===== src/rtl/uart_fe_pkg.sv =====
package uart_fe_pkg;

    // word index on bus_addr[4:2]
    localparam logic [2:0] IDX_TXW  = 3'd0;
    localparam logic [2:0] IDX_RXR  = 3'd1;
    localparam logic [2:0] IDX_CTRL = 3'd2;
    localparam logic [2:0] IDX_STAT = 3'd3;
    localparam logic [2:0] IDX_LVL  = 3'd4;
    localparam logic [2:0] IDX_BAUD = 3'd5;

    // control bit positions
    localparam int C_TX_EN  = 12;
    localparam int C_RX_EN  = 13;
    localparam int C_TX_RST = 22;
    localparam int C_RX_RST = 23;
    localparam int C_CLR    = 24;
    localparam int C_RX_IE  = 27;
    localparam int C_TX_IE  = 28;

    // status bit positions
    localparam int S_PAR   = 16;
    localparam int S_FRM   = 17;
    localparam int S_WERR  = 18;
    localparam int S_RXE   = 20;
    localparam int S_TXF   = 21;
    localparam int S_TXE   = 22;
    localparam int S_BUSY  = 25;

    localparam int LVL_W = 8;

    typedef struct packed {
        logic [31:0] ctrl;
        logic [15:0] lvl;
        logic [31:0] baud;
        logic        par_err;
        logic        frm_err;
        logic        wr_err;
    } regs_t;

endpackage


===== src/rtl/uart_fe_fifo.sv =====
module uart_fe_fifo #(
    parameter int WIDTH = 8,
    parameter int DEPTH = 64,
    localparam int PTR_W = (DEPTH > 1) ? $clog2(DEPTH) : 1,
    localparam int CNT_W = $clog2(DEPTH + 1)
) (
    input  logic             clk,
    input  logic             rst_n,
    input  logic             flush,
    input  logic             push,
    input  logic [WIDTH-1:0] din,
    input  logic             pop,
    output logic [WIDTH-1:0] dout,
    output logic [CNT_W-1:0] count,
    output logic             empty,
    output logic             full
);

    typedef struct packed {
        logic [PTR_W-1:0] wptr;
        logic [PTR_W-1:0] rptr;
        logic [CNT_W-1:0] cnt;
    } fstate_t;

    fstate_t s_d, s_q;
    logic [WIDTH-1:0] mem_q [DEPTH];
    logic do_push, do_pop;

    assign empty = (s_q.cnt == '0);
    assign full  = (s_q.cnt == CNT_W'(DEPTH));
    assign count = s_q.cnt;
    assign dout  = mem_q[s_q.rptr];

    always_comb begin
        s_d     = s_q;
        do_push = push && !full && !flush;
        do_pop  = pop && !empty && !flush;
        if (flush) begin
            s_d = '0;
        end else begin
            if (do_push)
                s_d.wptr = (s_q.wptr == PTR_W'(DEPTH - 1)) ? '0 : s_q.wptr + 1'b1;
            if (do_pop)
                s_d.rptr = (s_q.rptr == PTR_W'(DEPTH - 1)) ? '0 : s_q.rptr + 1'b1;
            case ({do_push, do_pop})
                2'b10:   s_d.cnt = s_q.cnt + 1'b1;
                2'b01:   s_d.cnt = s_q.cnt - 1'b1;
                default: s_d.cnt = s_q.cnt;
            endcase
        end
    end

    always_ff @(posedge clk or negedge rst_n) begin
        if (!rst_n) s_q <= '0;
        else        s_q <= s_d;
    end

    always_ff @(posedge clk) begin
        if (do_push) mem_q[s_q.wptr] <= din;
    end

    AST_NO_OVERFLOW: assert property (@(posedge clk) disable iff (!rst_n)
        s_q.cnt <= CNT_W'(DEPTH));
    AST_FLUSH_EMPTIES: assert property (@(posedge clk) disable iff (!rst_n)
        flush |=> (count == '0));
    AST_EMPTY_POP_HOLDS: assert property (@(posedge clk) disable iff (!rst_n)
        (pop && empty && !push) |=> (count == '0));

endmodule


===== src/rtl/uart_fe_irq.sv =====
module uart_fe_irq #(
    parameter int CNT_W = 7,
    parameter int LVL_W = 8,
    localparam int CMP_W = (CNT_W > LVL_W) ? CNT_W : LVL_W
) (
    input  logic [CNT_W-1:0] rx_cnt,
    input  logic [CNT_W-1:0] tx_cnt,
    input  logic [LVL_W-1:0] rx_lvl,
    input  logic [LVL_W-1:0] tx_lvl,
    input  logic             rx_ie,
    input  logic             tx_ie,
    output logic             irq_rx,
    output logic             irq_tx
);

    logic [CMP_W-1:0] rx_c, tx_c, rx_l, tx_l;

    always_comb begin
        rx_c   = CMP_W'(rx_cnt);
        tx_c   = CMP_W'(tx_cnt);
        rx_l   = CMP_W'(rx_lvl);
        tx_l   = CMP_W'(tx_lvl);
        irq_rx = rx_ie && (rx_c >= rx_l);
        irq_tx = tx_ie && (tx_c <= tx_l);
    end

endmodule


===== src/rtl/uart_fe_top.sv =====
module uart_fe_top
    import uart_fe_pkg::*;
#(
    parameter int DATA_W     = 32,
    parameter int ADDR_W     = 5,
    parameter int BYTE_W     = 8,
    parameter int FIFO_DEPTH = 64,
    localparam int CNT_W     = $clog2(FIFO_DEPTH + 1)
) (
    input  logic              clk,
    input  logic              rst_n,
    input  logic              bus_sel,
    input  logic              bus_wr,
    input  logic [ADDR_W-1:0] bus_addr,
    input  logic [DATA_W-1:0] bus_wdata,
    output logic [DATA_W-1:0] bus_rdata,
    output logic              eng_tx_valid,
    output logic [BYTE_W-1:0] eng_tx_byte,
    input  logic              eng_tx_take,
    input  logic              eng_tx_busy,
    input  logic              eng_rx_push,
    input  logic [BYTE_W-1:0] eng_rx_byte,
    input  logic              eng_rx_par_err,
    input  logic              eng_rx_frm_err,
    output logic [DATA_W-1:0] cfg_ctrl,
    output logic [DATA_W-1:0] cfg_baud,
    output logic              irq_rx,
    output logic              irq_tx
);

    regs_t regs_d, regs_q;

    logic [2:0]       idx;
    logic             wr_acc, rd_acc, tx_push, rx_pop, rx_accept;
    logic             tx_en, rx_en, clr;
    logic [BYTE_W-1:0] tx_dout, rx_dout;
    logic [CNT_W-1:0] tx_cnt, rx_cnt;
    logic             tx_empty, tx_full, rx_empty, rx_full;
    logic             unused_bits;

    assign idx       = bus_addr[4:2];
    assign wr_acc    = bus_sel && bus_wr;
    assign rd_acc    = bus_sel && !bus_wr;
    assign tx_push   = wr_acc && (idx == IDX_TXW);
    assign rx_pop    = rd_acc && (idx == IDX_RXR);
    assign tx_en     = regs_q.ctrl[C_TX_EN];
    assign rx_en     = regs_q.ctrl[C_RX_EN];
    assign clr       = regs_q.ctrl[C_CLR];
    assign rx_accept = eng_rx_push && rx_en;
    assign unused_bits = ^{bus_addr[1:0], rx_full};

    uart_fe_fifo #(.WIDTH(BYTE_W), .DEPTH(FIFO_DEPTH)) u_tx_fifo (
        .clk   (clk),
        .rst_n (rst_n),
        .flush (regs_q.ctrl[C_TX_RST]),
        .push  (tx_push),
        .din   (bus_wdata[BYTE_W-1:0]),
        .pop   (eng_tx_take && tx_en),
        .dout  (tx_dout),
        .count (tx_cnt),
        .empty (tx_empty),
        .full  (tx_full)
    );

    uart_fe_fifo #(.WIDTH(BYTE_W), .DEPTH(FIFO_DEPTH)) u_rx_fifo (
        .clk   (clk),
        .rst_n (rst_n),
        .flush (regs_q.ctrl[C_RX_RST]),
        .push  (rx_accept),
        .din   (eng_rx_byte),
        .pop   (rx_pop),
        .dout  (rx_dout),
        .count (rx_cnt),
        .empty (rx_empty),
        .full  (rx_full)
    );

    uart_fe_irq #(.CNT_W(CNT_W), .LVL_W(LVL_W)) u_irq (
        .rx_cnt (rx_cnt),
        .tx_cnt (tx_cnt),
        .rx_lvl (regs_q.lvl[7:0]),
        .tx_lvl (regs_q.lvl[15:8]),
        .rx_ie  (regs_q.ctrl[C_RX_IE]),
        .tx_ie  (regs_q.ctrl[C_TX_IE]),
        .irq_rx (irq_rx),
        .irq_tx (irq_tx)
    );

    // next-state of the register file
    always_comb begin
        regs_d = regs_q;
        if (wr_acc) begin
            case (idx)
                IDX_CTRL: regs_d.ctrl = bus_wdata;
                IDX_LVL:  regs_d.lvl  = bus_wdata[15:0];
                IDX_BAUD: regs_d.baud = bus_wdata;
                default:  ;
            endcase
        end
        if (clr) begin
            regs_d.par_err = 1'b0;
            regs_d.frm_err = 1'b0;
            regs_d.wr_err  = 1'b0;
        end else begin
            if (rx_accept && eng_rx_par_err) regs_d.par_err = 1'b1;
            if (rx_accept && eng_rx_frm_err) regs_d.frm_err = 1'b1;
            if (tx_push && tx_full)          regs_d.wr_err  = 1'b1;
        end
    end

    always_ff @(posedge clk or negedge rst_n) begin
        if (!rst_n) regs_q <= '0;
        else        regs_q <= regs_d;
    end

    // read mux
    always_comb begin
        bus_rdata = '0;
        case (idx)
            IDX_RXR:  bus_rdata = rx_empty ? '0 : DATA_W'(rx_dout);
            IDX_CTRL: bus_rdata = regs_q.ctrl;
            IDX_STAT: begin
                bus_rdata[S_PAR]  = regs_q.par_err;
                bus_rdata[S_FRM]  = regs_q.frm_err;
                bus_rdata[S_WERR] = regs_q.wr_err;
                bus_rdata[S_RXE]  = rx_empty;
                bus_rdata[S_TXF]  = tx_full;
                bus_rdata[S_TXE]  = tx_empty;
                bus_rdata[S_BUSY] = eng_tx_busy;
            end
            IDX_LVL:  bus_rdata = DATA_W'(regs_q.lvl);
            IDX_BAUD: bus_rdata = regs_q.baud;
            default:  bus_rdata = '0;
        endcase
    end

    assign eng_tx_valid = tx_en && !tx_empty;
    assign eng_tx_byte  = tx_dout;
    assign cfg_ctrl     = regs_q.ctrl;
    assign cfg_baud     = regs_q.baud;

    AST_WERR_ON_FULL: assert property (@(posedge clk) disable iff (!rst_n)
        (tx_push && tx_full && !clr) |=> regs_q.wr_err);
    AST_ERR_HELD_CLEAR: assert property (@(posedge clk) disable iff (!rst_n)
        clr |=> !(regs_q.par_err || regs_q.frm_err || regs_q.wr_err));
    AST_RX_DROP_DISABLED: assert property (@(posedge clk) disable iff (!rst_n)
        (eng_rx_push && !rx_en && !rx_pop && !regs_q.ctrl[C_RX_RST]) |=> $stable(rx_cnt));
    AST_TX_IRQ_QUIET_FULL: assert property (@(posedge clk) disable iff (!rst_n)
        (tx_full && (int'(regs_q.lvl[15:8]) < FIFO_DEPTH)) |-> !irq_tx);

endmodule


===== config.mk =====
export PLATFORM = sky130hd
export DESIGN_NAME = uart_fe_top
export DESIGN_NICKNAME = d
export VERILOG_FILES = /design/src/rtl/uart_fe_pkg.sv /design/src/rtl/uart_fe_fifo.sv /design/src/rtl/uart_fe_irq.sv /design/src/rtl/uart_fe_top.sv
export SDC_FILE = /design/constraint.sdc
export NUM_CORES = 1
export LEC_CHECK = 0
export BUFFER_PORTS_ARGS = -buffer_cell sky130_fd_sc_hd__buf_2
export CAP_MARGIN = 20
export CELL_PAD_IN_SITES_DETAIL_PLACEMENT = 0
export CELL_PAD_IN_SITES_GLOBAL_PLACEMENT = 1
export CORE_UTILIZATION = 30
export CTS_CLUSTER_SIZE = 10
export DETAILED_ROUTE_END_ITERATION = 7
export PLACE_DENSITY_LB_ADDON = 0.25
export SLEW_MARGIN = 30
export SYNTH_ARGS = -nofsm -noshare
export SYNTH_HDL_FRONTEND = slang
export SYNTH_HIERARCHICAL = 1
export SYNTH_SLANG_ARGS = --single-unit

===== constraint.sdc =====
create_clock -name clk -period 8.05 [get_ports clk]
set_input_delay 0.4025 -clock clk [delete_from_list [all_inputs] [get_ports clk]]
set_output_delay 0.4025 -clock clk [all_outputs]
set_load 0.02 [all_outputs]

======== After elaboration in Yosys (flattened, before gate mapping) ========
Memories as Yosys holds them, arrays and structs flattened.
Cells that the tools add are included.
W data, S select, Z words.
word-level totals
  memories ................................ 2
  output and inout port bits .............. 107
  input port bits ......................... 54
  ROM bits ................................ 0
  word-level logic and storage cells ...... 109
  RAM bits ................................ 1024
  bits in latches ......................... 0
  bits in registers ....................... 121
operators by class
  div/mod/pow operators ................... 0
  reduce and logical (&&, ||, !) cells .... 42
  equality and inequality tests ........... 15
  multiplexer cells ....................... 28
  multipliers ............................. 0
  bitwise operators ....................... 0
  shift-type cells ........................ 0
  magnitude comparators ................... 2
  $add $sub $neg .......................... 8
memories
  name             words  width  read ports  clocked after memory_dff  write ports  RTL line            RTL
  u_rx_fifo.mem_q  64     8      1           0                         1            uart_fe_fifo.sv:26  logic [WIDTH-1:0] mem_q [DEPTH];
  u_tx_fifo.mem_q  64     8      1           0                         1            uart_fe_fifo.sv:26
operator list
  operator               count
  $pmux W16 S4           1
  $mux W6                8
  $mux W19               2
  $pmux W7 S2            2
  $add A6 B1 Y6 const B  4
  $eq A6 B6 Y1 const B   4
  $pmux W3 S4            2
  $logic_and A1 B1 Y1    20
  $pmux W6 S3            1
  $add A7 B1 Y7 const B  2
  $eq A7 B7 Y1 const B   2
  $logic_not A7 Y1       2
  $reduce_bool A2 Y1     7
  $sub A7 B1 Y7 const B  2
  $ge A7 B8 Y1           1
  $le A7 B8 Y1           1
  $mux W8                1
  $logic_not A1 Y1       7
  $mux W1                7
  $eq A3 B2 Y1 const B   2
  $eq A3 B3 Y1 const B   2
  $pmux W2 S3            1
  $reduce_and A2 Y1      3
  $reduce_bool A3 Y1     2
  7 further kinds        9

======== Logic depth before layout (Yosys ltp) ========
Gate-level depths: netlist of run 1.
  word-level depth ........................ 8
  mapped depth ............................ 13
  depth with buffers taken out ............ 11

======== By module ========
The synthesis of run 1 kept the hierarchy.
modules (own cells, without submodules)
  module        cells an instance  area an instance (µm²)  instances  seq. area each (µm²)
  uart_fe_fifo  1120               21186.6                 2          15850.2
  uart_fe_top   339                4324.1                  1          2077.0
  uart_fe_irq   51                 377.9                   1          0.0

======== Least setup slack after synthesis of run 1 ========
No wires, ideal clock.
  path kind ............................... input to register
  start ................................... in bus_addr[4]
  end ..................................... reg u_rx_fifo.s_q (netlist bit u_rx_fifo/count[6])
  data arrival time ....................... 3356 ps
  stages on the path ...................... 12
  required time ........................... 7918 ps
  setup slack ............................. 4562 ps
  cell sequence ........................... buf_2 > or3b_2 > nor3b_1 > o41ai_4 > nor3_1 > ha_1 > a21o_1 > a21oi_1 > o21ai_0 > mux2i_1 > xnor2_1 > nor2_1
between the ends
  word-level cells in the longest chain between the ends .. 7
RTL lines
  what                                                 RTL line            RTL
  start: declaration                                   uart_fe_top.sv:14   input logic [ADDR_W-1:0] bus_addr,
  $eq A3 B1 Y1 *                                       uart_fe_top.sv:45   assign rx_pop = rd_acc && (idx == IDX_RXR);
  $logic_and A1 B1 Y1 *                                uart_fe_top.sv:45
  via rx_pop                                           uart_fe_top.sv:34   logic wr_acc, rd_acc, tx_push, rx_pop, rx_accept;
  $logic_and A1 B1 Y1 * (2 in series)                  uart_fe_fifo.sv:37  do_pop = pop && !empty && !flush;
  $eq A2 B1 Y1 / $eq A2 B2 Y1 (equally long branches)  uart_fe_fifo.sv:45  case ({do_push, do_pop})
  $pmux W7 S2                                          uart_fe_fifo.sv:45
  $mux W19                                             uart_fe_fifo.sv:38  if (flush) begin
  end signal: assignment                               uart_fe_fifo.sv:54  if (!rst_n) s_q <= '0;
  end signal: assignment                               uart_fe_fifo.sv:55  else s_q <= s_d;
  end: declaration                                     uart_fe_fifo.sv:25  fstate_t s_d, s_q;
The timed path passes the listed nets; every way through them passes the cells marked *.
A chain may end at the register's enable or synchronous reset.

======== Worst setup path in the final report of run 1 ========
  start ................................... reg u_rx_fifo/s_q[7] (netlist bit)
  end ..................................... out bus_rdata[4]
between the ends
  word-level cells in the longest chain between the ends .. 3
RTL lines
  what              RTL line            RTL
  $mem_v2 Z64 W8    -
  via rx_dout[4]    uart_fe_top.sv:36   logic [BYTE_W-1:0] tx_dout, rx_dout;
  $mux W8           uart_fe_top.sv:120  IDX_RXR: bus_rdata = rx_empty ? '0 : DATA_W'(rx_dout);
  $pmux W16 S4      uart_fe_top.sv:119  case (idx)
  end: declaration  uart_fe_top.sv:16   output logic [DATA_W-1:0] bus_rdata,
The timed path passes the listed nets, and every way through them passes these cells.

==> results of run 1 <==
==> layer usage <==
metal | track usage [%] | up-vias | share of wire [%]
met5 | 0 | - | 0
met4 | 5.73 | 0 | 3.1
met3 | 2.44 | 194 | 4.7
met2 | 24.2 | 574 | 49
met1 | 19.7 | 12800 | 43
li1 | - | 10700 | -
==> power by group through the flow <==
stage                     Combinational, mW  Sequential (mW)  Clock (mW)
after floorplan                        1.37             6.81           0
after global placement                 1.69             6.98           0
after detailed placement               1.73             6.98           0
after CTS                              1.75             6.86        5.64
after global routing                   1.86             6.88        5.86
final                                  1.72             6.85        5.48
==> flip-flops by register name (all words and copies together), names as in the netlist <==
| register | flops |
|---|---|
| u_rx_fifo/mem_q | 512 |
| u_tx_fifo/mem_q | 512 |
| cfg_baud | 32 |
| cfg_ctrl | 32 |
| regs_q | 19 |
| u_rx_fifo/s_q | 12 |
| u_tx_fifo/s_q | 12 |
| u_rx_fifo/count | 7 |
| u_tx_fifo/count | 7 |
==> area by class of cell <==
cell class / instances / area, sq um
diodes: 1 / 2.50
clock buffers: 182 / 3670
clock inverters: 16 / 161
fillers: 14700 / 102000
inverters: 26 / 97.6
multi-input cells: 1228 / 11900
flip-flops and latches: 1145 / 33800
well taps: 2058 / 2570
repair buffers: 221 / 1410
==> how the worst min path moves through the flow <==
stage | depth (start not counted) | end | from | slack, ns
detailed placement | 1 | u_tx_fifo/count[3]$_DFFE_PN0P_ | rst_n | 0.41
floorplan | 0 | cfg_baud[0]$_DFFE_PN0P_ | rst_n | 0.11
global route | 1 | u_rx_fifo/mem_q[27][6]$_DFFE_PP_ | eng_rx_byte[6] | 0.07
CTS | 1 | u_rx_fifo/mem_q[27][6]$_DFFE_PP_ | eng_rx_byte[6] | 0.02
global placement | 1 | regs_q[44]$_DFFE_PN0P_ | rst_n | 0.39
finish | 1 | u_rx_fifo/mem_q[27][6]$_DFFE_PP_ | eng_rx_byte[6] | 0.08
==> synthesized netlist by cell type, drive strengths merged (30+ instances only) <==
cell	instances
nand2	91
mux2i	153
a21oi	38
clkbuf	59
buf	172
a221oi	30
nand3	47
dfrtp	121
a22oi	64
mux4	196
nor2b	43
a211oi	42
o21ai	40
nor2	176
edfxtp	1024
mux2	96
==> cell families after synthesis <==
group                    Yosys count  share of synthesized area (%)
AO/OA/AOI/OAI                    301                           4.60
XOR/XNOR                          24                          0.478
adder cells (fa/ha/maj)           30                          0.829
buffers and inverters            257                           3.00
flip-flops                      1145                           71.8
multiplexers                     445                           14.9
AND/OR/NAND/NOR                  428                           4.41
==> critical path, cell delays in order, from the launching register on <==
cell and delay (ns):
sky130_fd_sc_hd__dfrtp_4 0.95, sky130_fd_sc_hd__buf_6 0.62, sky130_fd_sc_hd__mux4_2 0.61, sky130_fd_sc_hd__mux2_2 0.28
sky130_fd_sc_hd__a221oi_1 0.63, sky130_fd_sc_hd__o22ai_1 0.19, sky130_fd_sc_hd__a221o_1 0.43, sky130_fd_sc_hd__buf_2 0.19
==> through the flow <==
| step | util, % | hold WS [ns] |
|---|---|---|
| 2_1_floorplan | - | 0.107 |
| 3_3_place_gp | 31.7 | 0.391 |
| 3_5_place_dp | 31.7 | 0.406 |
| 4_1_cts | 34.4 | 0.0220 |
| 5_1_grt | 34.4 | 0.0713 |
| 6_report | 34.4 | 0.0803 |
==> repair_timing <==
action,in CTS,in global routing
gates resized for setup,0,0
hold buffers,27,0
endpoints found under the hold margin,112,0
==> impl_metrics.tcl, run 1 <==
set metrics [dict create \
    clock_sink_count 1145 \
    number_of_antenna_violations_at_the_first_check_in_global_routing 1 \
    swShare_pct 25.0 \
    chipWidth_microns 398 \
    clock_tree.buffer_depth 3 \
    first_global_vias 25300 \
    synthCells 2630 \
    crit_end "bus_rdata[4]" \
    critical_path.startpoint_type "register" \
    power.combinational.fraction_pct 12.2 \
    ir_drop_mv 0.192 \
    synth_flop_cell "sky130_fd_sc_hd__edfxtp_1" \
    worst_setup_path_end_kind "output port" \
    data_required_time_of_the_critical_path_ns 7.65 \
    synth.top_cells.by_area "sky130_fd_sc_hd__edfxtp_1 (65%), sky130_fd_sc_hd__mux4_2 (9.4%), sky130_fd_sc_hd__dfrtp_1 (6.4%)" \
    ys_types 62 \
    regToRegEndpoint "u_tx_fifo/count[6]$_DFFE_PN0P_" \
    start_util_pct 30.2 \
    drtIter0Drc 1918 \
    post_cts_clock_slew_at_the_launch_and_capture_registers_of_the_worst_setup_and_hold_paths_ns 0.06 \
    yosysWarningCount 6 \
    regToRegSetupSlack_ns 4.17 \
    post-cts-setup-buffers 0 \
    clk-insertion-delay-late_ns 0.75 \
    crit-reg2reg-launch "u_tx_fifo/count[3]$_DFFE_PN0P_" \
    share_clk_of_total_power_pct 39.0 \
    via_count_normalized_by_instance_count 4.96 \
    h_tree_depth 4 \
    finalWirelength_mm 117 \
    max-slew-margin-rel_pct 31.1 \
    fin_tns_setup_ns 0 \
    core_region_area_sq_um 156000 \
    fin_ws_ns 2.96 \
    gr-total-overflow 0 \
    synth_top_cell_by_area "sky130_fd_sc_hd__edfxtp_1" \
    placed_cells_incl_taps 4651 \
    synth_enable_flop_cells 1024 \
    grt_setup_unrepaired "false" \
    synth_area_sq_um 47100 \
    achievable-frequency_mhz 196 \
    cp.arrival_ns 4.69 \
    finalHoldViolations 0 \
    transition_time_at_the_pin_with_the_least_slew_margin_ns 1.03 \
    cts_tree "built" \
    layout_commonest_cell "sky130_fd_sc_hd__edfxtp_1" \
    top_level_ports 161 \
    last_weighted_congestion_value_of_the_routability_driven_placer 0.822 \
    fin_nets 2842 \
    clock-root-buffer "sky130_fd_sc_hd__clkbuf_16" \
    timing.final.max_slew_violations 0 \
    maximum_number_of_pins_on_one_net_before_global_route_repair 68 \
    ys_async_sr_fraction_pct 10.6 \
    setup-violations-final 0 \
    numPortBuffers 158 \
    reg2regPathDepth 10 \
    routed-via-count 24200 \
    min-delay-path-class "input pin to register" \
    stdcell_area_sq_um 53600 \
    setup.worst_path.class "register to output port" \
    core.rowCount 145 \
    drt-wirelength-per-cell_microns 24.1 \
    placement.setup.worst_slack_ns 3.41 \
    mappedNetlistNets 2714 \
    p_leak_nw 17.0 \
    cts-buffers-inserted 136 \
    top_cell_type_s_share_of_synthesized_area_pct 65.3 \
    post_layout_nonfiller_instances 4877 \
    outcome "complete, no violations" \
    finalCritPeriodShare_pct 63.3 \
    cellPowerDensity_nw_per_um2 262 \
    fin_skew_ns 0.0210 \
    synth-seq-cells 1145 \
    avgSynthCellArea_sq_um 17.9 \
    dpl.hpwl_mm 72.3 \
    critical_path.startpoint "u_rx_fifo/s_q[7]$_DFFE_PN0P_" \
    final_layout_size_suffix_gt1_share_pct 23.1 \
    share_seq_of_total_power_pct 48.8 \
    power_mw 14.0 \
    timing.max_cap.violations 0 \
    cp_max_fo 58 \
    grtUsageTotal_pct 14.8 \
    final_antenna_net_count 0 \
    most-common-layout-cells "sky130_fd_sc_hd__edfxtp_1 (1024), sky130_fd_sc_hd__mux4_2 (196), sky130_fd_sc_hd__nor2_1 (169)" \
    overall_die_area_sq_um 159000 \
    detail_route.first_pass.iterations 5 \
    p_sw_mw 3.51 \
    flow.area_growth_from_synthesis_pct 13.9 \
    grt_pass1_wl_mm 172 \
    route.detailed.drc 0 \
    cellInternalPower_mw 10.5 \
    sequential_element_share_of_the_synthesized_area_pct 71.8 \
    layout_min_cycle_time_ns 5.09 \
    detailed_place.area_sq_um 49500 \
    die_h_microns 398 \
]
(Power assumes the default switching activity.)
==> run 2: changes to the inputs <==
- clock period: 8.05 -> 4.61 ns (I/O delays scaled with it)
==> run 2 against run 1 <==
Non-clock buffer count increased by 42. Sequential power increased by 74%. Global-route usage about the same. Sequential share of layout area decreased by 0.44 points. Utilization increased by 0.24 points.
==> impl_metrics.tcl, run 2 (synthesis results as in run 1) <==
set metrics [dict create \
    clk-insertion-delay-late_ns 0.75 \
    transition_time_at_the_pin_with_the_least_slew_margin_ns 0.921 \
    overall_die_area_sq_um 159000 \
    finalCritPeriodShare_pct 92.9 \
    critical_path.startpoint "u_rx_fifo/s_q[7]$_DFFE_PN0P_" \
    post-cts-setup-buffers 0 \
    worst_setup_path_end_kind "output port" \
    setup.worst_path.class "register to output port" \
    post_cts_clock_slew_at_the_launch_and_capture_registers_of_the_worst_setup_and_hold_paths_ns 0.06 \
    route.detailed.drc 0 \
    via_count_normalized_by_instance_count 4.94 \
    layout_min_cycle_time_ns 4.28 \
    number_of_antenna_violations_at_the_first_check_in_global_routing 0 \
    setup-violations-final 0 \
    grtUsageTotal_pct 14.8 \
    fin_nets 2883 \
    core.rowCount 145 \
    achievable-frequency_mhz 234 \
    min-delay-path-class "input pin to asynchronous set/reset pin" \
    antenna_cells_inserted 0 \
    fin_ws_ns 0.328 \
    cts_tree "built" \
    finalWirelength_mm 118 \
    grt_setup_unrepaired "false" \
    n_fill_cell 14800 \
    routed-via-count 24200 \
    start_util_pct 30.2 \
    fin_skew_ns 0.0312 \
    fin_tns_setup_ns 0 \
    crit-reg2reg-launch "u_rx_fifo/count[3]$_DFFE_PN0P_" \
    placement.setup.worst_slack_ns 0.583 \
    cts-buffers-inserted 135 \
    critical_path.startpoint_type "register" \
    largestRegisters "u_rx_fifo/mem_q (512), u_tx_fifo/mem_q (512)" \
    maximum_number_of_pins_on_one_net_before_global_route_repair 86 \
    die_h_microns 398 \
    most-common-layout-cells "sky130_fd_sc_hd__edfxtp_1 (1024), sky130_fd_sc_hd__mux4_2 (196), sky130_fd_sc_hd__nor2_1 (171)" \
    first_global_vias 25300 \
    clock-root-buffer "sky130_fd_sc_hd__clkbuf_16" \
    grt_pass1_wl_mm 172 \
    timing.final.max_slew_violations 0 \
    clock_sink_count 1145 \
    core_region_area_sq_um 156000 \
    regToRegSetupSlack_ns 0.84 \
    last_weighted_congestion_value_of_the_routability_driven_placer 0.801 \
    cp_max_fo 60 \
    final_layout_size_suffix_gt1_share_pct 23.9 \
    cellPowerDensity_nw_per_um2 454 \
    ir_drop_mv 0.324 \
    drtIter0Drc 1656 \
    timing.max_cap.violations 0 \
    outcome "complete, no violations" \
    dpl.hpwl_mm 73.3 \
    detail_route.first_pass.iterations 5 \
    cp.arrival_ns 4.05 \
    h_tree_depth 4 \
    finalHoldViolations 0 \
    chipWidth_microns 398 \
    data_required_time_of_the_critical_path_ns 4.38 \
    numPortBuffers 158 \
    drt-wirelength-per-cell_microns 24.0 \
    max-slew-margin-rel_pct 38.4 \
    layout_commonest_cell "sky130_fd_sc_hd__edfxtp_1" \
    gr-total-overflow 0 \
    p_leak_nw 17.3 \
    clock_tree.buffer_depth 3 \
    flow.area_growth_from_synthesis_pct 14.7 \
    final_antenna_net_count 0 \
    top_level_ports 161 \
]
[run 2: cell type report]
class | count | area, sq um | share of cell area, %
Sequential cell | 1145 | 33800 | 62.6
Multi-Input combinational cell | 1228 | 11900 | 22.0
Clock buffer | 177 | 3750 | 6.94
Tap cell | 2058 | 2570 | 4.77
Timing Repair Buffer | 263 | 1780 | 3.29
Clock inverter | 13 | 120 | 0.222
Inverter | 26 | 97.6 | 0.181
[run 2: path summary, 6_finish.rpt]
check,cells after the start,to
max in group asynchronous,3,u_rx_fifo/s_q[7]$_DFFE_PN0P_
worst min register to register,1,regs_q[0]$_DFFE_PN0P_
min in group clk,4,regs_q[2]$_DFFE_PN0P_
worst max register to register,11,u_rx_fifo/count[6]$_DFFE_PN0P_
worst max-delay path,8,bus_rdata[6]
worst min-delay path,2,cfg_ctrl[9]$_DFFE_PN0P_
[run 2: power by group]
group / total [mW] / internal (mW) / switching, mW
logic: 3.07 / 1.30 / 1.77
registers: 11.9 / 11.5 / 0.366
clock network: 9.55 / 5.62 / 3.93
[run 2: through the flow]
step	cells	hold slack, ns	util (%)	power (mW)	area [sq um]
floorplan	2630	-0.0651	-	14.3	47100
global placement	4686	0.274	31.9	15.2	49800
detailed placement	4687	0.289	31.9	15.2	49800
CTS	4910	0.00696	34.6	24.9	54000
global route	4910	0.0769	34.6	25.5	54000
finish	4910	0.0448	34.6	24.5	54000
[run 2: per-layer routing]
| metal | share of wire (%) | track usage [%] | wire (microns) | up-vias |
|---|---|---|---|---|
| met5 | 0 | 0 | 0 | - |
| met4 | 2.4 | 4.90 | 2770 | 0 |
| met3 | 5.9 | 3.41 | 6950 | 159 |
| met2 | 49 | 24.3 | 58200 | 625 |
| met1 | 42 | 19.2 | 49900 | 12700 |
| li1 | - | - | - | 10700 |
[run 2: worst max-delay path, cell delays in order (launching register included)]
cell                       delay, ns
sky130_fd_sc_hd__dfrtp_4        0.79
sky130_fd_sc_hd__buf_12         0.40
sky130_fd_sc_hd__nor2b_1        0.09
sky130_fd_sc_hd__a211oi_1       0.28
sky130_fd_sc_hd__a211oi_1       0.13
sky130_fd_sc_hd__a221oi_1       0.72
sky130_fd_sc_hd__o22ai_1        0.22
sky130_fd_sc_hd__a221o_1        0.44
sky130_fd_sc_hd__buf_2          0.19
[run 2: timing repair]
action	in CTS	in global routing
gates resized for setup	0	0
hold buffers	33	0
endpoints found under the hold margin	188	0
==> run 3: changes to the inputs <==
- PLACE_DENSITY_LB_ADDON: 0.25 -> 0.1
- clock period: 4.61 -> 3.87 ns (I/O delays scaled with it)
==> run 3 against run 2 <==
Non-clock buffer count up 162. Critical path depth up 1. Combinational power up 28%. Setup slack worse by 0.27 ns. Power up 22%. First-iteration DRC count down 3.6%. Critical endpoint is now bus_rdata[5]. Count of clock-buffer cells in the layout up 6. Final area up 3.2%. Register-to-register slack worse by 0.30 ns. Sequential power up 18%. Largest power group unchanged. Global-route usage up 1.4 points.
==> impl_metrics.tcl, run 3 (synthesis results as in run 1) <==
set metrics [dict create \
    via_count_normalized_by_instance_count 4.89 \
    stdcell_area_sq_um 55700 \
    min-delay-path-class "input pin to register" \
    setup.worst_path.class "register to output port" \
    cts-buffers-inserted 139 \
    grtUsageTotal_pct 16.2 \
    finalCritPeriodShare_pct 98.4 \
    power_mw 29.9 \
    clock_tree.buffer_depth 3 \
    detailed_place.area_sq_um 50900 \
    n_fill_cell 14700 \
    max-slew-margin-rel_pct 36.0 \
    area.sequential_sq_um 33800 \
    cellPowerDensity_nw_per_um2 537 \
    final_layout_size_suffix_gt1_share_pct 28.4 \
    multi_input_comb_area_sq_um 12000 \
    reg2regPathDepth 11 \
    layout_commonest_cell "sky130_fd_sc_hd__edfxtp_1" \
    fin_skew_ns 0.0205 \
    last_weighted_congestion_value_of_the_routability_driven_placer 0.792 \
    post_cts_clock_slew_at_the_launch_and_capture_registers_of_the_worst_setup_and_hold_paths_ns 0.06 \
    layout_min_cycle_time_ns 3.81 \
    ir_drop_mv 0.345 \
    min_path_cells 4 \
    first_global_vias 25900 \
    start_util_pct 30.2 \
    final_antenna_net_count 0 \
    outcome "complete, no violations" \
    clock-root-buffer "sky130_fd_sc_hd__clkbuf_16" \
    drtIter0Drc 1597 \
    p_leak_nw 18.3 \
    maximum_number_of_pins_on_one_net_before_global_route_repair 65 \
    die_h_microns 398 \
    finalHoldViolations 0 \
    setup-violations-final 0 \
    largestRegisters "u_rx_fifo/mem_q (512), u_tx_fifo/mem_q (512)" \
    achievable-frequency_mhz 263 \
    flow.area_growth_from_synthesis_pct 18.3 \
    fin_tns_setup_ns 0 \
    timing.max_cap.violations 0 \
    clock_sink_count 1145 \
    grt_setup_unrepaired "true" \
    number_of_antenna_violations_at_the_first_check_in_global_routing 5 \
    drt-wirelength-per-cell_microns 25.3 \
    most-common-layout-cells "sky130_fd_sc_hd__edfxtp_1 (1024), sky130_fd_sc_hd__buf_4 (206), sky130_fd_sc_hd__mux4_2 (196)" \
    cp_max_fo 9 \
    data_required_time_of_the_critical_path_ns 3.68 \
    worst_setup_path_end_kind "output port" \
    route.detailed.drc 0 \
    chipWidth_microns 398 \
    finalWirelength_mm 129 \
    grt_pass1_wl_mm 186 \
    numPortBuffers 158 \
    h_tree_depth 4 \
    cts_tree "built" \
    cp.arrival_ns 3.61 \
    dpl.hpwl_mm 83.9 \
    overall_die_area_sq_um 159000 \
    core.rowCount 145 \
    top_level_ports 161 \
    gr-total-overflow 0 \
    final.hold.worst_slack_ns 0.0415 \
    clk-insertion-delay-late_ns 0.75 \
    core_region_area_sq_um 156000 \
    finalCoreUtilization_pct 35.7 \
    timing.final.max_slew_violations 0 \
    detail_route.first_pass.iterations 5 \
    critical_path.startpoint_type "register" \
    routed-via-count 24900 \
    fin_nets 3049 \
    transition_time_at_the_pin_with_the_least_slew_margin_ns 0.961 \
]
-- run 3: changes by cell type in the layout (fill, tap and decap cells not counted), sizes merged --
cell         previous run  this run
dlygate4sd3            33        39
clkinv                 11        20
clkbuf                177       184
diode                   0         2
buf                   230       384
bufbuf                  0         1
clkinvlp                1         0
inv                    27        33
bufinv                  0         3
-- run 3: area by class of cell --
cell class / instances / share of cell area [%]
flip-flops and latches: 1145 / 60.7
multi-input cells: 1228 / 21.5
clock buffers: 183 / 6.65
repair buffers: 425 / 5.79
well taps: 2058 / 4.62
clock inverters: 30 / 0.582
inverters: 26 / 0.175
diodes: 2 / 0.00898
-- run 3: report_power, final --
part           total [mW]  switching, mW  leakage (nW)  internal (mW)
combinational        3.94           2.26          5.58           1.68
clock                11.8           4.94          1.95           6.89
sequential           14.1          0.389          10.7           13.8
total                29.9           7.59          18.3           22.3
-- run 3: what timing repair did --
item                                   CTS  global route
hold buffers                            37             3
setup endpoints to repair               15            10
gates resized for setup                 17            12
cloned                                   1             1
pin swaps                                1             4
endpoints found under the hold margin  257           106
buffers inserted                         5            13
-- run 3: critical path, cell delays in order, from the launching register on --
cell	delay, ns
sky130_fd_sc_hd__dfrtp_4	0.50
sky130_fd_sc_hd__buf_12	0.13
sky130_fd_sc_hd__clkbuf_16	0.16
sky130_fd_sc_hd__buf_6	0.18
sky130_fd_sc_hd__mux4_2	0.57
sky130_fd_sc_hd__mux4_2	0.49
sky130_fd_sc_hd__nand2_1	0.08
sky130_fd_sc_hd__o22ai_1	0.13
sky130_fd_sc_hd__a221o_1	0.43
sky130_fd_sc_hd__buf_2	0.20
-- run 3: metal layers --
layer  track usage [%]  part of all wire (%)  up-vias
met1              20.9                    42    13200
met2              28.1                    52      510
met3              2.52                   3.7      172
li1                  -                     -    11100
met4              4.65                   2.3        0
met5                 0                     0        -
-- run 3: final timing paths --
kind / from / to / slack [ns]
worst min-delay path: eng_rx_push / regs_q[1]$_DFFE_PN0P_ / 0.04
worst max register to register: u_rx_fifo/count[3]$_DFFE_PN0P_ / u_rx_fifo/count[6]$_DFFE_PN0P_ / 0.54
worst max-delay path: u_rx_fifo/s_q[7]$_DFFE_PN0P_ / bus_rdata[5] / 0.06
max in group asynchronous: rst_n / u_rx_fifo/s_q[7]$_DFFE_PN0P_ / 2.57
min in group asynchronous: rst_n / u_tx_fifo/count[2]$_DFFE_PN0P_ / 0.55
worst min register to register: cfg_ctrl[26]$_DFFE_PN0P_ / cfg_ctrl[26]$_DFFE_PN0P_ / 0.50
-- run 3: per-stage QoR --
step	cells	setup slack, ns
floorplan	2630	0.495
global placement	4820	0.532
detailed placement	4822	0.550
CTS	5078	-0.0273
global route	5095	-0.0313
finish	5097	0.0624
